**src/rtl/shuf_pkg.sv**
```systemverilog
package shuf_pkg;

  // Low bit of lane `lane` in a flat bus of `width`-bit lanes.
  function automatic int lane_lo(input int lane, input int width);
    return lane * width;
  endfunction

  // Reverse the low `nbits` bits of `value`.
  function automatic int bit_rev(input int value, input int nbits);
    int r;
    r = 0;
    for (int b = 0; b < nbits; b++) begin
      if (((value >> b) & 1) != 0) r = r | (1 << (nbits - 1 - b));
    end
    return r;
  endfunction

  // Index of the last row of a modulo-depth address.
  function automatic int last_row(input int depth);
    return depth - 1;
  endfunction

endpackage

```
**src/rtl/shuf_phase_ctl.sv**
```systemverilog
module shuf_phase_ctl #(
  parameter int DEPTH = 16,
  parameter int PTR_W = $clog2(DEPTH)
) (
  input  logic             clk,
  input  logic             rst,
  input  logic             adv,
  output logic [PTR_W-1:0] ptr,
  output logic             sel,
  output logic             wrap,
  output logic             filled
);

  assign wrap = adv && (ptr == PTR_W'(shuf_pkg::last_row(DEPTH)));

  always_ff @(posedge clk) begin
    if (rst) begin
      ptr    <= '0;
      sel    <= 1'b0;
      filled <= 1'b0;
    end else if (adv) begin
      ptr <= ptr + 1'b1;
      if (wrap) begin
        sel    <= ~sel;
        filled <= 1'b1;
      end
    end
  end

endmodule

```
**src/rtl/shuf_delay_mem.sv**
```systemverilog
module shuf_delay_mem #(
  parameter int DEPTH  = 16,
  parameter int ROW_W  = 64,
  parameter int PTR_W  = $clog2(DEPTH)
) (
  input  logic             clk,
  input  logic             wr_en,
  input  logic [PTR_W-1:0] addr,
  input  logic [ROW_W-1:0] wdata,
  output logic [ROW_W-1:0] rdata
);

  logic [ROW_W-1:0] rows [DEPTH];

  // Read the old row, overwrite it at the edge: a row returns DEPTH writes later.
  assign rdata = rows[addr];

  always_ff @(posedge clk) begin
    if (wr_en) rows[addr] <= wdata;
  end

endmodule

```
**src/rtl/shuf_pair_swap.sv**
```systemverilog
module shuf_pair_swap #(
  parameter int WIDTH = 16
) (
  input  logic             sel,
  input  logic [WIDTH-1:0] a_now,
  input  logic [WIDTH-1:0] b_late,
  output logic [WIDTH-1:0] top,
  output logic [WIDTH-1:0] bot
);

  // Opposed selectors: straight on phase 0, crossed on phase 1.
  assign top = sel ? b_late : a_now;
  assign bot = sel ? a_now  : b_late;

endmodule

```
**src/rtl/shuf_commutator.sv**
```systemverilog
module shuf_commutator #(
  parameter int LANES  = 8,
  parameter int DEPTH  = 16,
  parameter int WIDTH  = 16,
  parameter bit BYPASS = 1'b0
) (
  input  logic                   clk,
  input  logic                   rst,
  input  logic                   in_valid,
  input  logic [LANES*WIDTH-1:0] in_data,
  output logic                   out_valid,
  output logic [LANES*WIDTH-1:0] out_data
);

  localparam int PAIRS     = LANES / 2;
  localparam int PTR_W     = $clog2(DEPTH);
  localparam int ROW_W     = WIDTH * PAIRS;
  localparam int LANE_BITS = $clog2(LANES);

  // Internal events brought out for the checker.
  logic [PTR_W-1:0]       ptr;
  logic                   sel;
  logic                   wrap;
  logic                   filled;

  logic                   out_valid_q;
  logic [LANES*WIDTH-1:0] out_data_q;

  generate
    if (BYPASS) begin : g_wire
      logic [LANES*WIDTH-1:0] perm;

      for (genvar j = 0; j < LANES; j++) begin : g_lane
        assign perm[shuf_pkg::lane_lo(j, WIDTH) +: WIDTH] =
          in_data[shuf_pkg::lane_lo(shuf_pkg::bit_rev(j, LANE_BITS), WIDTH) +: WIDTH];
      end

      assign ptr    = '0;
      assign sel    = 1'b0;
      assign wrap   = 1'b0;
      assign filled = 1'b0;

      always_ff @(posedge clk) begin
        if (rst) begin
          out_valid_q <= 1'b0;
          out_data_q  <= '0;
        end else begin
          out_valid_q <= in_valid;
          if (in_valid) out_data_q <= perm;
        end
      end
    end else begin : g_shuffle
      logic [ROW_W-1:0]       in_row;
      logic [ROW_W-1:0]       in_late;
      logic [ROW_W-1:0]       top_row;
      logic [ROW_W-1:0]       top_late;
      logic [ROW_W-1:0]       bot_row;
      logic [LANES*WIDTH-1:0] nxt_out;

      shuf_phase_ctl #(.DEPTH(DEPTH), .PTR_W(PTR_W)) u_phase (
        .clk    (clk),
        .rst    (rst),
        .adv    (in_valid),
        .ptr    (ptr),
        .sel    (sel),
        .wrap   (wrap),
        .filled (filled)
      );

      for (genvar i = 0; i < PAIRS; i++) begin : g_pair
        assign in_row[shuf_pkg::lane_lo(i, WIDTH) +: WIDTH] =
          in_data[shuf_pkg::lane_lo(2*i + 1, WIDTH) +: WIDTH];

        shuf_pair_swap #(.WIDTH(WIDTH)) u_swap (
          .sel    (sel),
          .a_now  (in_data[shuf_pkg::lane_lo(2*i, WIDTH) +: WIDTH]),
          .b_late (in_late[shuf_pkg::lane_lo(i, WIDTH) +: WIDTH]),
          .top    (top_row[shuf_pkg::lane_lo(i, WIDTH) +: WIDTH]),
          .bot    (bot_row[shuf_pkg::lane_lo(i, WIDTH) +: WIDTH])
        );

        assign nxt_out[shuf_pkg::lane_lo(2*i, WIDTH) +: WIDTH] =
          top_late[shuf_pkg::lane_lo(i, WIDTH) +: WIDTH];
        assign nxt_out[shuf_pkg::lane_lo(2*i + 1, WIDTH) +: WIDTH] =
          bot_row[shuf_pkg::lane_lo(i, WIDTH) +: WIDTH];
      end

      // Input-side delays of all pairs, one row per address.
      shuf_delay_mem #(.DEPTH(DEPTH), .ROW_W(ROW_W), .PTR_W(PTR_W)) u_in_dly (
        .clk   (clk),
        .wr_en (in_valid),
        .addr  (ptr),
        .wdata (in_row),
        .rdata (in_late)
      );

      // Output-side delays of all pairs, same address.
      shuf_delay_mem #(.DEPTH(DEPTH), .ROW_W(ROW_W), .PTR_W(PTR_W)) u_out_dly (
        .clk   (clk),
        .wr_en (in_valid),
        .addr  (ptr),
        .wdata (top_row),
        .rdata (top_late)
      );

      always_ff @(posedge clk) begin
        if (rst) begin
          out_valid_q <= 1'b0;
          out_data_q  <= '0;
        end else begin
          out_valid_q <= in_valid && filled;
          if (in_valid) out_data_q <= nxt_out;
        end
      end
    end
  endgenerate

  assign out_valid = out_valid_q;
  assign out_data  = out_data_q;

endmodule

```
**config.mk**
```make
export PLATFORM = sky130hd
export DESIGN_NAME = shuf_commutator
export DESIGN_NICKNAME = d
export VERILOG_FILES = /design/src/rtl/shuf_pkg.sv /design/src/rtl/shuf_phase_ctl.sv /design/src/rtl/shuf_delay_mem.sv /design/src/rtl/shuf_pair_swap.sv /design/src/rtl/shuf_commutator.sv
export SDC_FILE = /design/constraint.sdc
export NUM_CORES = 2
export LEC_CHECK = 0
export BUFFER_PORTS_ARGS = -buffer_cell sky130_fd_sc_hd__buf_2
export CAP_MARGIN = 10
export CORE_MARGIN = 10
export CORE_UTILIZATION = 40
export CTS_BUF_LIST = sky130_fd_sc_hd__clkbuf_8 sky130_fd_sc_hd__clkbuf_16
export CTS_CLUSTER_DIAMETER = 100
export DETAILED_ROUTE_END_ITERATION = 16
export HOLD_SLACK_MARGIN = 0.15
export PLACE_DENSITY = 0.63
export SYNTH_ARGS = -nofsm -noshare
export SYNTH_HDL_FRONTEND = slang
export SYNTH_SLANG_ARGS = --single-unit
```
**constraint.sdc**
```tcl
create_clock -name clk -period 6.3 [get_ports clk]
set_clock_uncertainty 0.05 [all_clocks]
set_input_delay 1.26 -clock clk [delete_from_list [all_inputs] [get_ports clk]]
set_output_delay 1.26 -clock clk [all_outputs]
set_load 0.005 [all_outputs]
```
# Word-level counts from Yosys, hierarchy flattened
# Memories as Yosys holds them, arrays and structs flattened. A register that Yosys moved wholly into a read port is not among the register bits.
# Index checks and enable logic that the tools add are counted.
[word_totals]
word_cells = 25
inputBits = 131
mem_count = 2
output_inout_bits = 129
mem_bits_rw = 2048
regBits = 135
[mem_list]
columns = ["memory", "depth", "width", "read_ports", "rd_ports_with_merged_regs", "wr", "line_no", "source"]
rows = [
  ["g_shuffle.u_in_dly.rows", 16, 64, 1, 1, 1, "shuf_delay_mem.sv:13", "logic [ROW_W-1:0] rows [DEPTH];"],
  ["g_shuffle.u_out_dly.rows", 16, 64, 1, 1, 1, "shuf_delay_mem.sv:13", ""],
]
[classes]
n_bitwise = 1
muxes = 12
add_sub_neg = 1
n_reduce_logical = 3
n_eq_ne = 1
[op_table]
columns = ["cell", "count"]
rows = [
  ["$mux 16", 8],
  ["$mux 4", 2],
  ["$add 4x1->4 const B", 1],
  ["$eq 4x4->1 const B", 1],
  ["$logic_and 1x1->1", 2],
  ["$mux 1", 2],
  ["$reduce_and 2->1", 1],
  ["$not 1->1", 1],
]

# Depth between registers and ports, before layout
[depth]
ltp_word = 3
mapped_depth = 8
depth_no_buf = 4

# Hierarchy
# Synthesis repeated with hierarchy kept, for this count alone.
[unflattened]
hier_cells = 3752
area_unflattened_um2 = 83585.2
[modules_own_cells]
columns = ["mod", "cells_per_inst", "seq_area_each_um2", "n_inst", "area_per_inst_um2"]
rows = [
  ["shuf_delay_mem", 1584, 30749.5, 2, 38236.7],
  ["shuf_commutator", 416, 2582.5, 1, 4668.2],
  ["shuf_pair_swap", 36, 0.0, 4, 544.3],
  ["shuf_phase_ctl", 24, 120.1, 1, 266.5],
]

# Least setup slack after synthesis
# Ideal clock, no wire load.
[synth_timing]
kind = "in2reg"
from = "input port in_valid"
to = "memory g_shuffle.u_in_dly.rows[0][0], enable pin"
stages = 4
n_path_buf = 1
setup_time_ps = 502
setup_slack_ps = 990
arrival_ps = 4758
required_ps = 5748
path_cell_list = "buf_2 > inv_2 > nor3_1 > and2_1"
[synth_between]
elab_chain_cells = 2
[synth_rtl]
columns = ["item", "line_no", "source"]
rows = [
  ["start, declared", "shuf_commutator.sv:9", "input logic in_valid,"],
  ["$mux 1", "shuf_delay_mem.sv:19", "if (wr_en) rows[addr] <= wdata;"],
  ["$mux 1 (not written as such)", "shuf_delay_mem.sv:19", ""],
  ["end, declared", "shuf_delay_mem.sv:13", ""],
]
# Every way passes these cells.

==> impl_metrics.py <==
metrics = {
    "synthesis": {
        "syn_area_um2": 84360,
        "ys.warnings.count": 0,
        "synth_top_area_frac": 0.7290,
        "synth-seq-cells": 2187,
        "synthCells": 4554,
        "synth.largest_area_cell": "edfxtp_1",
        "ys_top_cells_by_area": "edfxtp_1 (73%), mux2i_1 (8.7%), mux4_2 (4.0%)",
        "ys_types": 40,
        "syn_area_per_cell_um2": 18.52,
        "syn_nets": 4689,
        "ys_seq_area_frac": 0.7620,
    },
    "global_route": {
        "antenna_found_initial": 36,
        "grt.overflow.total": 0,
        "grt_pass1_wl_um": 321300,
        "grt_max_degree": 136,
        "grt_pass1_vias": 44220,
        "grt_usage": 0.1890,
    },
    "clocking": {
        "clock_path_buffers": 3,
        "clock-sinks": 2187,
        "insertion_delay_ns": 0.85,
        "root_buffer": "clkbuf_16",
        "hold_buffers": 0,
        "cts_made_buffers": 212,
        "cts_tree": "built",
        "cts.clk_slew.worst_paths_ns": 0.06,
        "postCtsSetupBuffers": 0,
        "ctsResizeCount": 0,
        "htree_num_levels": 4,
    },
    "routing": {
        "drt-initial-drc-count": 4191,
        "vias_per_cell": 5.630,
        "wl_um": 223500,
        "drc": 0,
        "routedWlPerCell_um": 28.40,
        "ant_nets": 0,
        "drtPass1Iterations": 5,
        "vias": 44300,
    },
    "timing": {
        "min_period_over_period": 0.6131,
        "finalSetupTns_ns": 0,
        "tightestPinTransition_ns": 1.278,
        "finalHoldViolCount": 0,
        "setup_violations": 0,
        "slew_violations": 0,
        "min_period_ns": 3.862,
        "rsz0062_at_grt": "false",
        "fin_ws_ns": 2.438,
        "clock.fmax_ghz": 0.2589,
        "slew_headroom": 0.1480,
    },
    "worst_setup_path": {
        "cp_data_arrival_time_ns": 4.26,
        "endpoint_kind": "register",
        "cp_data_required_time_ns": 6.70,
        "worst-path-max-fanout": 54,
        "critPathLaunchType": "register",
        "critical_path_class": "reg -> reg",
    },
    "outcome": {
        "outcome": "finished, final reports clean",
    },
    "layout": {
        "drive_above_1_share": 0.1953,
        "nNetsFinal": 5003,
        "syn_to_final_growth_pct": 14.16,
    },
    "pwr": {
        "cellPowerDensity_nw_per_um2": 324.6,
        "leakagePower_nw": 30.65,
        "p_total_mw": 31.26,
        "ir_drop_uv": 309.5,
    },
    "placement": {
        "gp_congestion": 0.8282,
        "pre_cts_ws_ns": 1.903,
        "dpl.hpwl_um": 132600,
        "portBuffers": 259,
    },
    "floorplan": {
        "die_x_um": 479.2,
        "coreArea_um2": 209800,
        "num_rows": 168,
        "dieArea_um2": 229700,
        "dieHeight_um": 479.2,
        "start_util": 0.4021,
        "num_io_pins": 260,
    },
    "flow_run": {
        "cap_violations": 0,
    },
    "worst_hold_path": {
        "hold_path.class": "reg -> reg",
    },
}
==> cell type report <==
class	instances	area, µm²
Multi-Input combinational cell	2069	18670
Clock buffer	229	5573
Fill cell	17780	113500
Sequential cell	2187	64310
Clock inverter	166	1533
Antenna cell	15	37.54
Tap cell	2805	3510
Timing Repair Buffer	394	2653
Inverter	4	16.27
==> Yosys cell counts <==
cell type,n
nand2b_1,15
a32oi_1,57
a211oi_1,8
or2_1,1
buf_6,23
and2_1,15
nand2_1,112
buf_2,83
buf_12,2
inv_2,2
a2bb2oi_1,1
ha_1,4
o22ai_1,78
inv_1,2
or3b_2,2
buf_4,13
a22oi_1,176
nor3_1,8
and3_1,5
nor2b_1,7
a221oi_1,17
a2bb2oi_2,14
a211oi_2,63
nand3b_1,2
buf_8,7
or2_2,1
edfxtp_1,2048
o22a_1,48
dfxtp_1,139
mux2i_1,732
xnor2_1,2
o21ai_0,3
a221o_1,111
mux4_2,148
a21oi_1,182
nand3_1,56
clkbuf_1,154
xor2_1,2
buf_1,12
nor2_1,199
==> kinds of logic after synthesis <==
logic type      synth area share
xor+xnor               0.0004154
buf+inv                  0.01844
compound gates           0.07091
simple gates             0.02128
flops                     0.7620
fa+ha+maj              0.0005933
mux                       0.1264
==> state kept, by name, summed over array words and instances, names as in the netlist, named ones only <==
register / cells
g_shuffle.u_in_dly.rows: 1024
g_shuffle.u_out_dly.rows: 1024
g_shuffle.u_phase.filled: 1
g_shuffle.u_phase.ptr: 4
g_shuffle.u_phase.sel: 1
out_data: 128
out_valid: 1
==> cells in the final DEF, fill, tap and decap left out, drive strengths merged, types with 3 or more instances in the layout <==
master / n
edfxtp: 2048
mux2i: 732
buf: 394
clkbuf: 229
nor2: 199
a21oi: 182
a22oi: 176
mux4: 148
dfxtp: 139
nand2: 112
a221o: 111
clkinv: 83
o22ai: 78
a211oi: 71
a32oi: 57
nand3: 56
inv: 56
o22a: 48
bufinv: 24
a221oi: 17
diode: 15
nand2b: 15
a2bb2oi: 15
and2: 15
nor3: 8
clkinvlp: 7
nor2b: 7
and3: 5
ha: 4
o21ai: 3
==> power by group <==
group          total (mW)  switching, mW  leakage (nW)  internal (mW)
Combinational        2.16           1.40          7.33          0.763
Sequential           16.3          0.169          19.7           16.1
Clock                12.8           5.44          3.67           7.36
Total                31.3           7.01          30.7           24.3
==> final timing paths <==
check	startpoint	end	slack [ns]	cells after the start
worst max-delay path	register	g_shuffle.u_out_dly.rows[5][0]$_DFFE_PP_	2.44	5
worst min-delay path	g_shuffle.u_phase.filled$_SDFFE_PP0P_	out_valid$_SDFF_PP0_	0.41	2
worst max register to register	register	g_shuffle.u_out_dly.rows[5][0]$_DFFE_PP_	2.44	5
worst min register to register	g_shuffle.u_phase.filled$_SDFFE_PP0P_	out_valid$_SDFF_PP0_	0.41	2
==> stage by stage <==
stage	instance area (µm²)	util	hold WS, ns	std cells
5_1_grt	96280	0.4589	0.4193	7859
2_1_floorplan	84360	-	0.3694	4554
6_report	96300	0.4591	0.4128	7869
4_1_cts	96230	0.4587	0.4170	7850
3_5_place_dp	89130	0.4249	0.4018	7455
3_3_place_gp	89130	0.4249	0.4014	7455
==> layer usage <==
metal	up-vias	GRT usage	part of all wire	routed length, µm
li1	19180	-	-	-
met1	23180	0.2489	0.41	91300
met2	1539	0.3084	0.48	108300
met3	383	0.03440	0.061	13680
met4	20	0.08018	0.045	10140
met5	-	0	0.00050	112
==> critical path: stages, from the launching register on <==
cell	delay (ns)
dfxtp_4	0.67
buf_4	0.57
buf_4	0.67
nor2_1	0.14
o22a_1	0.29
a21oi_1	0.99
No activity file was read; power rests on OpenSTA's default activity.
